===== src/rtl/dma_eng_pkg.sv =====
package dma_eng_pkg;

  typedef enum logic [3:0] {
    REG_CTRL   = 4'd0,
    REG_PIDX   = 4'd1,
    REG_OFS_LO = 4'd2,
    REG_OFS_HI = 4'd3,
    REG_BANK   = 4'd4,
    REG_CNT_LO = 4'd5,
    REG_CNT_HI = 4'd6
  } reg_sel_e;

  typedef struct packed {
    logic       dir;
    logic       dec;
    logic       fix;
    logic [2:0] mode;
  } ctrl_t;

  function automatic logic [2:0] pat_len(logic [2:0] m);
    case (m)
      3'd0:                 return 3'd1;
      3'd1, 3'd2, 3'd6:     return 3'd2;
      default:              return 3'd4;
    endcase
  endfunction

  function automatic logic [1:0] pat_off(logic [2:0] m, logic [1:0] p);
    case (m)
      3'd1, 3'd5: return {1'b0, p[0]};
      3'd3, 3'd7: return {1'b0, p[1]};
      3'd4:       return p;
      default:    return 2'd0;
    endcase
  endfunction

endpackage


===== src/rtl/dma_eng_chan_regs.sv =====
module dma_eng_chan_regs
  import dma_eng_pkg::*;
#(
  parameter int unsigned AW = 16,
  parameter int unsigned CW = 16,
  parameter int unsigned BW = 8,
  parameter int unsigned PW = 8
) (
  input  logic          clk_i,
  input  logic          rst_ni,
  input  logic          wr_en_i,
  input  logic [3:0]    wr_reg_i,
  input  logic [7:0]    wr_data_i,
  input  logic          upd_i,
  input  logic [AW-1:0] upd_addr_i,
  input  logic [CW-1:0] upd_cnt_i,
  output ctrl_t         ctrl_o,
  output logic [PW-1:0] pidx_o,
  output logic [AW-1:0] addr_o,
  output logic [BW-1:0] bank_o,
  output logic [CW-1:0] cnt_o
);

  always_ff @(posedge clk_i or negedge rst_ni) begin
    if (!rst_ni) begin
      ctrl_o <= '0;
      pidx_o <= '0;
      addr_o <= '0;
      bank_o <= '0;
      cnt_o  <= '0;
    end else if (wr_en_i) begin
      case (wr_reg_i)
        REG_CTRL:   ctrl_o <= '{dir: wr_data_i[7], dec: wr_data_i[4],
                                fix: wr_data_i[3], mode: wr_data_i[2:0]};
        REG_PIDX:   pidx_o <= wr_data_i[PW-1:0];
        REG_OFS_LO: addr_o[7:0] <= wr_data_i;
        REG_OFS_HI: addr_o[AW-1:8] <= wr_data_i[AW-9:0];
        REG_BANK:   bank_o <= wr_data_i[BW-1:0];
        REG_CNT_LO: cnt_o[7:0] <= wr_data_i;
        REG_CNT_HI: cnt_o[CW-1:8] <= wr_data_i[CW-9:0];
        default: ;
      endcase
    end else if (upd_i) begin
      addr_o <= upd_addr_i;
      cnt_o  <= upd_cnt_i;
    end
  end


  bank_keep_chk: assert property (@(posedge clk_i) disable iff (!rst_ni)
    upd_i && !wr_en_i |=> bank_o == $past(bank_o));

endmodule


===== src/rtl/dma_eng_arb.sv =====
module dma_eng_arb #(
  parameter int unsigned N  = 8,
  parameter int unsigned IW = $clog2(N)
) (
  input  logic          clk_i,
  input  logic          rst_ni,
  input  logic [N-1:0]  pend_i,
  output logic [IW-1:0] grant_o,
  output logic          any_o
);

  always_comb begin
    grant_o = '0;
    for (int i = N - 1; i >= 0; i--) begin
      if (pend_i[i]) grant_o = IW'(i);
    end
  end

  assign any_o = |pend_i;


  lowest_first_chk: assert property (@(posedge clk_i) disable iff (!rst_ni)
    any_o |-> pend_i[grant_o] && ((pend_i & ((N'(1) << grant_o) - N'(1))) == '0));

endmodule


===== src/rtl/dma_eng_xfer.sv =====
module dma_eng_xfer
  import dma_eng_pkg::*;
#(
  parameter int unsigned N  = 8,
  parameter int unsigned IW = $clog2(N),
  parameter int unsigned AW = 16,
  parameter int unsigned CW = 16,
  parameter int unsigned BW = 8,
  parameter int unsigned PW = 8,
  parameter logic [BW+AW-PW-1:0] PERI_PAGE = 'h0021,
  localparam int unsigned XW = BW + AW
) (
  input  logic          clk_i,
  input  logic          rst_ni,
  input  logic          start_i,
  input  logic [N-1:0]  start_mask_i,
  output logic          busy_o,
  output logic [N-1:0]  pend_o,
  input  logic [IW-1:0] grant_i,
  input  logic          any_i,
  output logic [IW-1:0] cur_ch_o,
  input  ctrl_t         ctrl_i,
  input  logic [PW-1:0] pidx_i,
  input  logic [AW-1:0] addr_i,
  input  logic [BW-1:0] bank_i,
  input  logic [CW-1:0] cnt_i,
  output logic          upd_o,
  output logic [AW-1:0] upd_addr_o,
  output logic [CW-1:0] upd_cnt_o,
  output logic          bus_req_o,
  output logic          bus_we_o,
  output logic [XW-1:0] bus_addr_o,
  output logic [7:0]    bus_wdata_o,
  input  logic [7:0]    bus_rdata_i,
  input  logic          bus_ready_i
);

  typedef enum logic [1:0] {ST_IDLE, ST_RD, ST_WR} st_e;

  st_e           st_q;
  logic [N-1:0]  pend_q;
  logic [IW-1:0] cur_q;
  logic [1:0]    ptr_q, ptr_nxt;
  logic [7:0]    data_q;
  logic [XW-1:0] mem_addr, per_addr;
  logic [1:0]    off;
  logic          last_byte;

  assign busy_o   = (pend_q != '0) || (st_q != ST_IDLE);
  assign pend_o   = pend_q;
  assign cur_ch_o = cur_q;

  assign off       = pat_off(ctrl_i.mode, ptr_q);
  assign mem_addr  = {bank_i, addr_i};
  assign per_addr  = {PERI_PAGE, pidx_i + PW'(off)};
  assign ptr_nxt   = (({1'b0, ptr_q} + 3'd1) == pat_len(ctrl_i.mode)) ? 2'd0 : ptr_q + 2'd1;
  assign last_byte = (cnt_i == CW'(1));

  assign bus_req_o   = (st_q != ST_IDLE);
  assign bus_we_o    = (st_q == ST_WR);
  assign bus_addr_o  = ((st_q == ST_WR) != ctrl_i.dir) ? per_addr : mem_addr;
  assign bus_wdata_o = data_q;

  // count zero wraps to all ones: 0 means a full 2^CW run
  assign upd_o      = (st_q == ST_WR) && bus_ready_i;
  assign upd_cnt_o  = cnt_i - CW'(1);
  assign upd_addr_o = ctrl_i.fix ? addr_i : (ctrl_i.dec ? addr_i - AW'(1) : addr_i + AW'(1));

  always_ff @(posedge clk_i or negedge rst_ni) begin
    if (!rst_ni) begin
      st_q   <= ST_IDLE;
      pend_q <= '0;
      cur_q  <= '0;
      ptr_q  <= '0;
      data_q <= '0;
    end else begin
      case (st_q)
        ST_IDLE: begin
          if (start_i && pend_q == '0) begin
            pend_q <= start_mask_i;
          end else if (any_i) begin
            cur_q <= grant_i;
            ptr_q <= '0;
            st_q  <= ST_RD;
          end
        end
        ST_RD: begin
          if (bus_ready_i) begin
            data_q <= bus_rdata_i;
            st_q   <= ST_WR;
          end
        end
        ST_WR: begin
          if (bus_ready_i) begin
            ptr_q <= ptr_nxt;
            if (last_byte) begin
              pend_q[cur_q] <= 1'b0;
              st_q          <= ST_IDLE;
            end else begin
              st_q <= ST_RD;
            end
          end
        end
        default: st_q <= ST_IDLE;
      endcase
    end
  end


  bus_hold_chk: assert property (@(posedge clk_i) disable iff (!rst_ni)
    bus_req_o && !bus_ready_i |=> bus_req_o && $stable(bus_addr_o) &&
                                  $stable(bus_we_o) && $stable(bus_wdata_o));


  no_new_pend_chk: assert property (@(posedge clk_i) disable iff (!rst_ni)
    busy_o |=> (pend_q & ~$past(pend_q)) == '0);


  zero_cnt_runs_chk: assert property (@(posedge clk_i) disable iff (!rst_ni)
    (st_q == ST_WR) && bus_ready_i && (cnt_i == '0) |=> st_q == ST_RD);


  rd_before_wr_chk: assert property (@(posedge clk_i) disable iff (!rst_ni)
    $rose(bus_we_o) |-> $past(bus_req_o) && !$past(bus_we_o) && $past(bus_ready_i));

endmodule


===== src/rtl/dma_engine.sv =====
module dma_engine
  import dma_eng_pkg::*;
#(
  parameter int unsigned N_CH = 8,
  parameter int unsigned AW   = 16,
  parameter int unsigned CW   = 16,
  parameter int unsigned BW   = 8,
  parameter int unsigned PW   = 8,
  parameter logic [BW+AW-PW-1:0] PERI_PAGE = 'h0021,
  localparam int unsigned IW = $clog2(N_CH),
  localparam int unsigned XW = BW + AW
) (
  input  logic            clk_i,
  input  logic            rst_ni,
  input  logic            cfg_we_i,
  input  logic [IW+3:0]   cfg_addr_i,
  input  logic [7:0]      cfg_wdata_i,
  input  logic            start_i,
  input  logic [N_CH-1:0] start_mask_i,
  output logic            busy_o,
  output logic            bus_req_o,
  output logic            bus_we_o,
  output logic [XW-1:0]   bus_addr_o,
  output logic [7:0]      bus_wdata_o,
  input  logic [7:0]      bus_rdata_i,
  input  logic            bus_ready_i
);

  ctrl_t         ctrl_a [N_CH];
  logic [PW-1:0] pidx_a [N_CH];
  logic [AW-1:0] addr_a [N_CH];
  logic [BW-1:0] bank_a [N_CH];
  logic [CW-1:0] cnt_a  [N_CH];

  logic [N_CH-1:0] pend;
  logic [IW-1:0]   grant, cur_ch;
  logic            any, upd;
  logic [AW-1:0]   upd_addr;
  logic [CW-1:0]   upd_cnt;

  for (genvar g = 0; g < N_CH; g++) begin : g_ch
    dma_eng_chan_regs #(.AW(AW), .CW(CW), .BW(BW), .PW(PW)) regs_i (
      .clk_i     (clk_i),
      .rst_ni    (rst_ni),
      .wr_en_i   (cfg_we_i && !busy_o && (cfg_addr_i[IW+3:4] == IW'(g))),
      .wr_reg_i  (cfg_addr_i[3:0]),
      .wr_data_i (cfg_wdata_i),
      .upd_i     (upd && (cur_ch == IW'(g))),
      .upd_addr_i(upd_addr),
      .upd_cnt_i (upd_cnt),
      .ctrl_o    (ctrl_a[g]),
      .pidx_o    (pidx_a[g]),
      .addr_o    (addr_a[g]),
      .bank_o    (bank_a[g]),
      .cnt_o     (cnt_a[g])
    );
  end

  dma_eng_arb #(.N(N_CH), .IW(IW)) arb_i (
    .clk_i  (clk_i),
    .rst_ni (rst_ni),
    .pend_i (pend),
    .grant_o(grant),
    .any_o  (any)
  );

  dma_eng_xfer #(
    .N(N_CH), .IW(IW), .AW(AW), .CW(CW), .BW(BW), .PW(PW), .PERI_PAGE(PERI_PAGE)
  ) xfer_i (
    .clk_i       (clk_i),
    .rst_ni      (rst_ni),
    .start_i     (start_i),
    .start_mask_i(start_mask_i),
    .busy_o      (busy_o),
    .pend_o      (pend),
    .grant_i     (grant),
    .any_i       (any),
    .cur_ch_o    (cur_ch),
    .ctrl_i      (ctrl_a[cur_ch]),
    .pidx_i      (pidx_a[cur_ch]),
    .addr_i      (addr_a[cur_ch]),
    .bank_i      (bank_a[cur_ch]),
    .cnt_i       (cnt_a[cur_ch]),
    .upd_o       (upd),
    .upd_addr_o  (upd_addr),
    .upd_cnt_o   (upd_cnt),
    .bus_req_o   (bus_req_o),
    .bus_we_o    (bus_we_o),
    .bus_addr_o  (bus_addr_o),
    .bus_wdata_o (bus_wdata_o),
    .bus_rdata_i (bus_rdata_i),
    .bus_ready_i (bus_ready_i)
  );


  idle_quiet_chk: assert property (@(posedge clk_i) disable iff (!rst_ni)
    !busy_o |-> !bus_req_o);

endmodule


===== config.mk =====
export PLATFORM = sky130hd
export DESIGN_NAME = dma_engine
export DESIGN_NICKNAME = d
export VERILOG_FILES = /design/src/rtl/dma_eng_pkg.sv /design/src/rtl/dma_eng_chan_regs.sv /design/src/rtl/dma_eng_arb.sv /design/src/rtl/dma_eng_xfer.sv /design/src/rtl/dma_engine.sv
export SDC_FILE = /design/constraint.sdc
export NUM_CORES = 1
export LEC_CHECK = 0
export BUFFER_PORTS_ARGS = -buffer_cell sky130_fd_sc_hd__buf_2
export CAP_MARGIN = 20
export CELL_PAD_IN_SITES_DETAIL_PLACEMENT = 0
export CELL_PAD_IN_SITES_GLOBAL_PLACEMENT = 1
export CORE_ASPECT_RATIO = 1.2
export CORE_MARGIN = 4
export CORE_UTILIZATION = 35
export CTS_CLUSTER_SIZE = 24
export DETAILED_ROUTE_END_ITERATION = 6
export GPL_TIMING_DRIVEN = 0
export PLACE_DENSITY = 0.61
export SETUP_SLACK_MARGIN = 0.5
export SLEW_MARGIN = 20
export SYNTH_ARGS = -nofsm -noshare
export SYNTH_HDL_FRONTEND = slang
export SYNTH_SLANG_ARGS = --single-unit

===== constraint.sdc =====
create_clock -name clk_i -period 6.6 [get_ports clk_i]
set_clock_uncertainty 0.2 [all_clocks]
set_input_delay 0.33 -clock clk_i [delete_from_list [all_inputs] [get_ports clk_i]]
set_output_delay 0.33 -clock clk_i [all_outputs]
set_load 0.02 [all_outputs]

==> metrics.md <==
| Metric | Value |
|---|---|
| Slowest library cell on the worst path | `dfrtp_1` |
| Setup-failing EPs final | `0` |
| Combinational power share | `around 44%` |
| Min cycle time layout | `about 5.9 ns` |
| Peak VDD IR | `0.256 mV` |
| Die height | `between 200 and 300 um` |
| Most frequent cells after synthesis | `455 x dfrtp_1, 306 x nand2_1, 210 x mux2_2` |
| Layout cell share with drive strength beyond 1 | `about 23%` |
| First-pass GRT wire length | `~150000 um` |
| Sw Share | `between 40% and 50%` |
| Sequential area share after synthesis | `a little under half` |
| Skew-Pair Late Insertion Delay | `slightly above 0.6 ns` |
| Synth warn | `0` |
| Max clock buf depth | `3` |
| Fin Hold WS | `slightly above 0.04 ns` |
| Crit Path Class | `flop to primary output` |
| Critical Path Source Type | `flop` |
| Post-synth EDFFs | `0` |
| Synth Area in Adders | `under 10%` |
| Mux share of post-synthesis cell area | `a little over a fifth` |
| Post-Syn Nets | `approximately 2400` |
| Nets | `2516` |
| CP Capture Type | `primary output` |
| #FFs+latches synth | `455` |
| Multi-input logic area | `12400 um2` |
| Post-Syn Area | `roughly 25000 um2` |
| Top post-synthesis cells by area | `dfrtp_1 46%, mux4_2 9.8%, mux2_2 9.6%` |
| Largest area contributor in the netlist | `dfrtp_1` |
| Library cells used by synthesis | `72` |
| Switching power | `4.83 mW` |
| Static Leak | `about 13 nW` |
| Number of routed nets with antenna violations | `0` |
| Storage element area | `about 11000 um2` |
| Reg clk slew, reported paths | `0.06 ns` |
| RSZ-0062 raised after global routing | `false` |
| Post-synth top area share | `~46%` |
| WL/cell | `approximately 30 um` |
| Crit path DAT | `roughly 5.4 ns` |
| Gpl congestion | `0.947` |
| Core area | `roughly 70000 um2` |
| Largest net degree at the start of global routing | `approximately 100` |
| Synth Flop Type | `dfrtp_1` |
| Num Clock Sinks | `between 400 and 500` |
| Pwr Density | `415 nW/um2` |
| Cell Int Power | `roughly 6.8 mW` |
| Slew HR | `about 15%` |
| Fmax | `between 150 and 200 MHz` |
| Fillers | `approximately 7000` |
| Clk pwr share | `a little under a quarter` |
| Rows | `~110` |
| Die width | `~250 um` |
| Starting density of the core | `about a third` |
| Synth Area in Compound Gates | `between 10% and 20%` |
| Die area | `~74000 um2` |
| Most frequent cell after synthesis | `dfrtp_1` |
| H-Tree Depth | `2` |
| Top Ports | `71` |
| Via density | `between 5 and 6` |
| TritonCTS clock tree | `done` |
| HPWL Detailed | `74000 um` |
| Area Overhead vs Synth | `14.4%` |
| Pre-CTS setup slack | `-0.0319 ns` |
| Worst hold path class | `primary input to flop` |
| Post-synthesis xor/xnor area fraction | `~1%` |
| Global route overflow | `0` |
| Total Routed Length | `slightly above 100000 um` |
| CP dominant cell by count | `clkbuf_2` |
| Vias in the first global route | `approximately 20000` |
| Postcts setup bufs | `0` |
| Port bufs | `63` |
| CTS Buf Count | `50` |
| Post-synthesis cell count | `roughly 2300` |
| Pre-antenna DRT Iters | `6` |
| GRT Total Usage | `around 27%` |
| Max incr delay on CP | `~0.65 ns` |
| Slew Limit Fails | `0` |
| Root Driver | `clkbuf_16` |
| Period utilization | `90.1%` |
| Fin util | `about two fifths` |
| Mean Syn Cell Area | `10.6 um2` |
| Sequential Power Share | `31.8%` |
| WP data required | `roughly 6.1 ns` |
| Worst Tran Pin Value | `roughly 1.3 ns` |
| Initial DRC Count | `between 2000 and 2500` |
| Fin area | `approximately 28000 um2` |
| Initial antenna violation count | `7` |
| DRC viols | `0` |
| Crit-path max FO | `10` |
| Max cap viols | `0` |
| Via count | `around 20000` |
| Status | `finished, final reports clean` |
| Largest family of logic cells by synthesized area | `multiplexers` |
| Placement Cell Area | `roughly 26000 um2` |
| Final Hold Fails | `0` |
| PnR worst setup slack | `roughly 0.65 ns` |
| Simple-gate share of the synthesized area | `12.6%` |
| Post-synth ARST share | `100%` |
| Worst-path cell chain | `clkbuf_2 -> buf_1 -> clkbuf_2 -> clkbuf_2 -> nand2_1 -> nand2_1 -> ha_1 -> inv_1 -> fa_1 -> nor3_1 -> and3b_1 -> xnor2_1 -> mux2i_1 -> buf_2` |
[critical path: cells and delay by family, from the launching register on]
family	cells	cell delay, ns
xor+xnor	1	0.14
simple gates	4	0.77
mux	1	0.12
fa+ha+maj	2	0.67
buf+inv	6	2.42
flops	1	0.65
[worst paths after layout]
check                                                startpoint                                     to  slack, ns  cells after the start
setup / recovery                 xfer_i.cur_ch_o[2]$_DFFE_PN0P_                          bus_addr_o[6]       0.65                     14
max in group asynchronous                                rst_ni           xfer_i.pend_o[7]$_DFFE_PN0P_       4.32                      6
hold reg to reg            g_ch[6].regs_i.addr_o[7]$_DFFE_PN0P_   g_ch[6].regs_i.addr_o[7]$_DFFE_PN0P_       0.27                      1
hold / removal                                   cfg_wdata_i[5]  g_ch[4].regs_i.addr_o[13]$_DFFE_PN0P_       0.04                      4
setup reg to reg                 xfer_i.cur_ch_o[0]$_DFFE_PN0P_  g_ch[6].regs_i.addr_o[15]$_DFFE_PN0P_       0.89                     17
min in group asynchronous                                rst_ni    g_ch[0].regs_i.cnt_o[4]$_DFFE_PN0P_       0.08                      3
[final cells by class]
| class | instances | share of cell area, % |
|---|---|---|
| timing repair buffer | 93 | 2.52 |
| clock inverter | 12 | 0.312 |
| buffer | 153 | 2.63 |
| clock buffer | 78 | 5.27 |
| inverter | 25 | 0.339 |
| sequential | 455 | 40.6 |
| antenna | 3 | 0.0268 |
| tap | 918 | 4.10 |
| multi-input combinational | 1681 | 44.2 |
[timing repair]
action | 4_1_cts | 5_1_grt
endpoints found under the hold margin | 122 | 0
cloned | 0 | 0
setup endpoints to repair | 85 | 10
resized for setup | 21 | 5
hold buffers | 19 | 0
[registers in the layout (all words and copies together) (netlist names)]
name                cells
g_ch.regs_i.addr_o    128
g_ch.regs_i.cnt_o     128
xfer_i.cur_ch_o         3
xfer_i.bus_wdata_o      8
xfer_i.pend_o           8
g_ch.regs_i.ctrl_o     48
g_ch.regs_i.pidx_o     64
g_ch.regs_i.bank_o     64
xfer_i.st_q             2
xfer_i.ptr_q            2
[through the flow]
step	setup TNS (ns)	std cells	power, mW
after global routing	0	3416	12.2
after floorplan	0	2314	7.06
after detailed placement	-0.0319	3305	8.80
after global placement	-1960.24	3295	8.69
final	0	3418	11.6
after CTS	0	3414	11.6
[routing by layer]
metal | share of wire [%] | wire [um] | GRT usage, %
met1 | 40 | 40800 | 34.6
met2 | 47 | 48700 | 44.4
met3 | 7.6 | 7800 | 5.33
met4 | 5.6 | 5750 | 12.6
met5 | 0.011 | 11 | 0
[power by group through the flow]
| stage | Combinational [mW] | Clock, mW | Sequential, mW |
|---|---|---|---|
| 2_1_floorplan | 3.42 | 0 | 3.64 |
| 3_3_place_gp | 4.99 | 0 | 3.70 |
| 3_5_place_dp | 5.07 | 0 | 3.73 |
| 4_1_cts | 5.12 | 2.81 | 3.68 |
| 5_1_grt | 5.57 | 2.92 | 3.75 |
| 6_report | 5.16 | 2.77 | 3.69 |
[cell families after synthesis]
| family | after synthesis |
|---|---|
| XOR/XNOR | 27 |
| buffers and inverters | 178 |
| AND/OR/NAND/NOR | 694 |
| multiplexers | 368 |
| AO/OA/AOI/OAI | 571 |
| flip-flops | 455 |
| adder cells (fa/ha/maj) | 21 |
[placed cells by master, fill, tap and decap left out, drive strengths merged, types with 11 or more instances in the layout]
cell / instances
or3: 34
nor2: 208
clkbuf: 185
dfrtp: 455
a211oi: 19
nand2b: 11
dlygate4sd3: 19
a21o: 41
a31oi: 39
mux4: 108
xnor2: 14
nand3: 28
o21ai: 199
inv: 27
buf: 120
nor3: 45
ha: 19
a21oi: 173
o31ai: 12
nand2: 306
o21a: 24
mux2: 210
mux2i: 50
xor2: 13
Note: power is estimated with default switching activity, not from simulation.
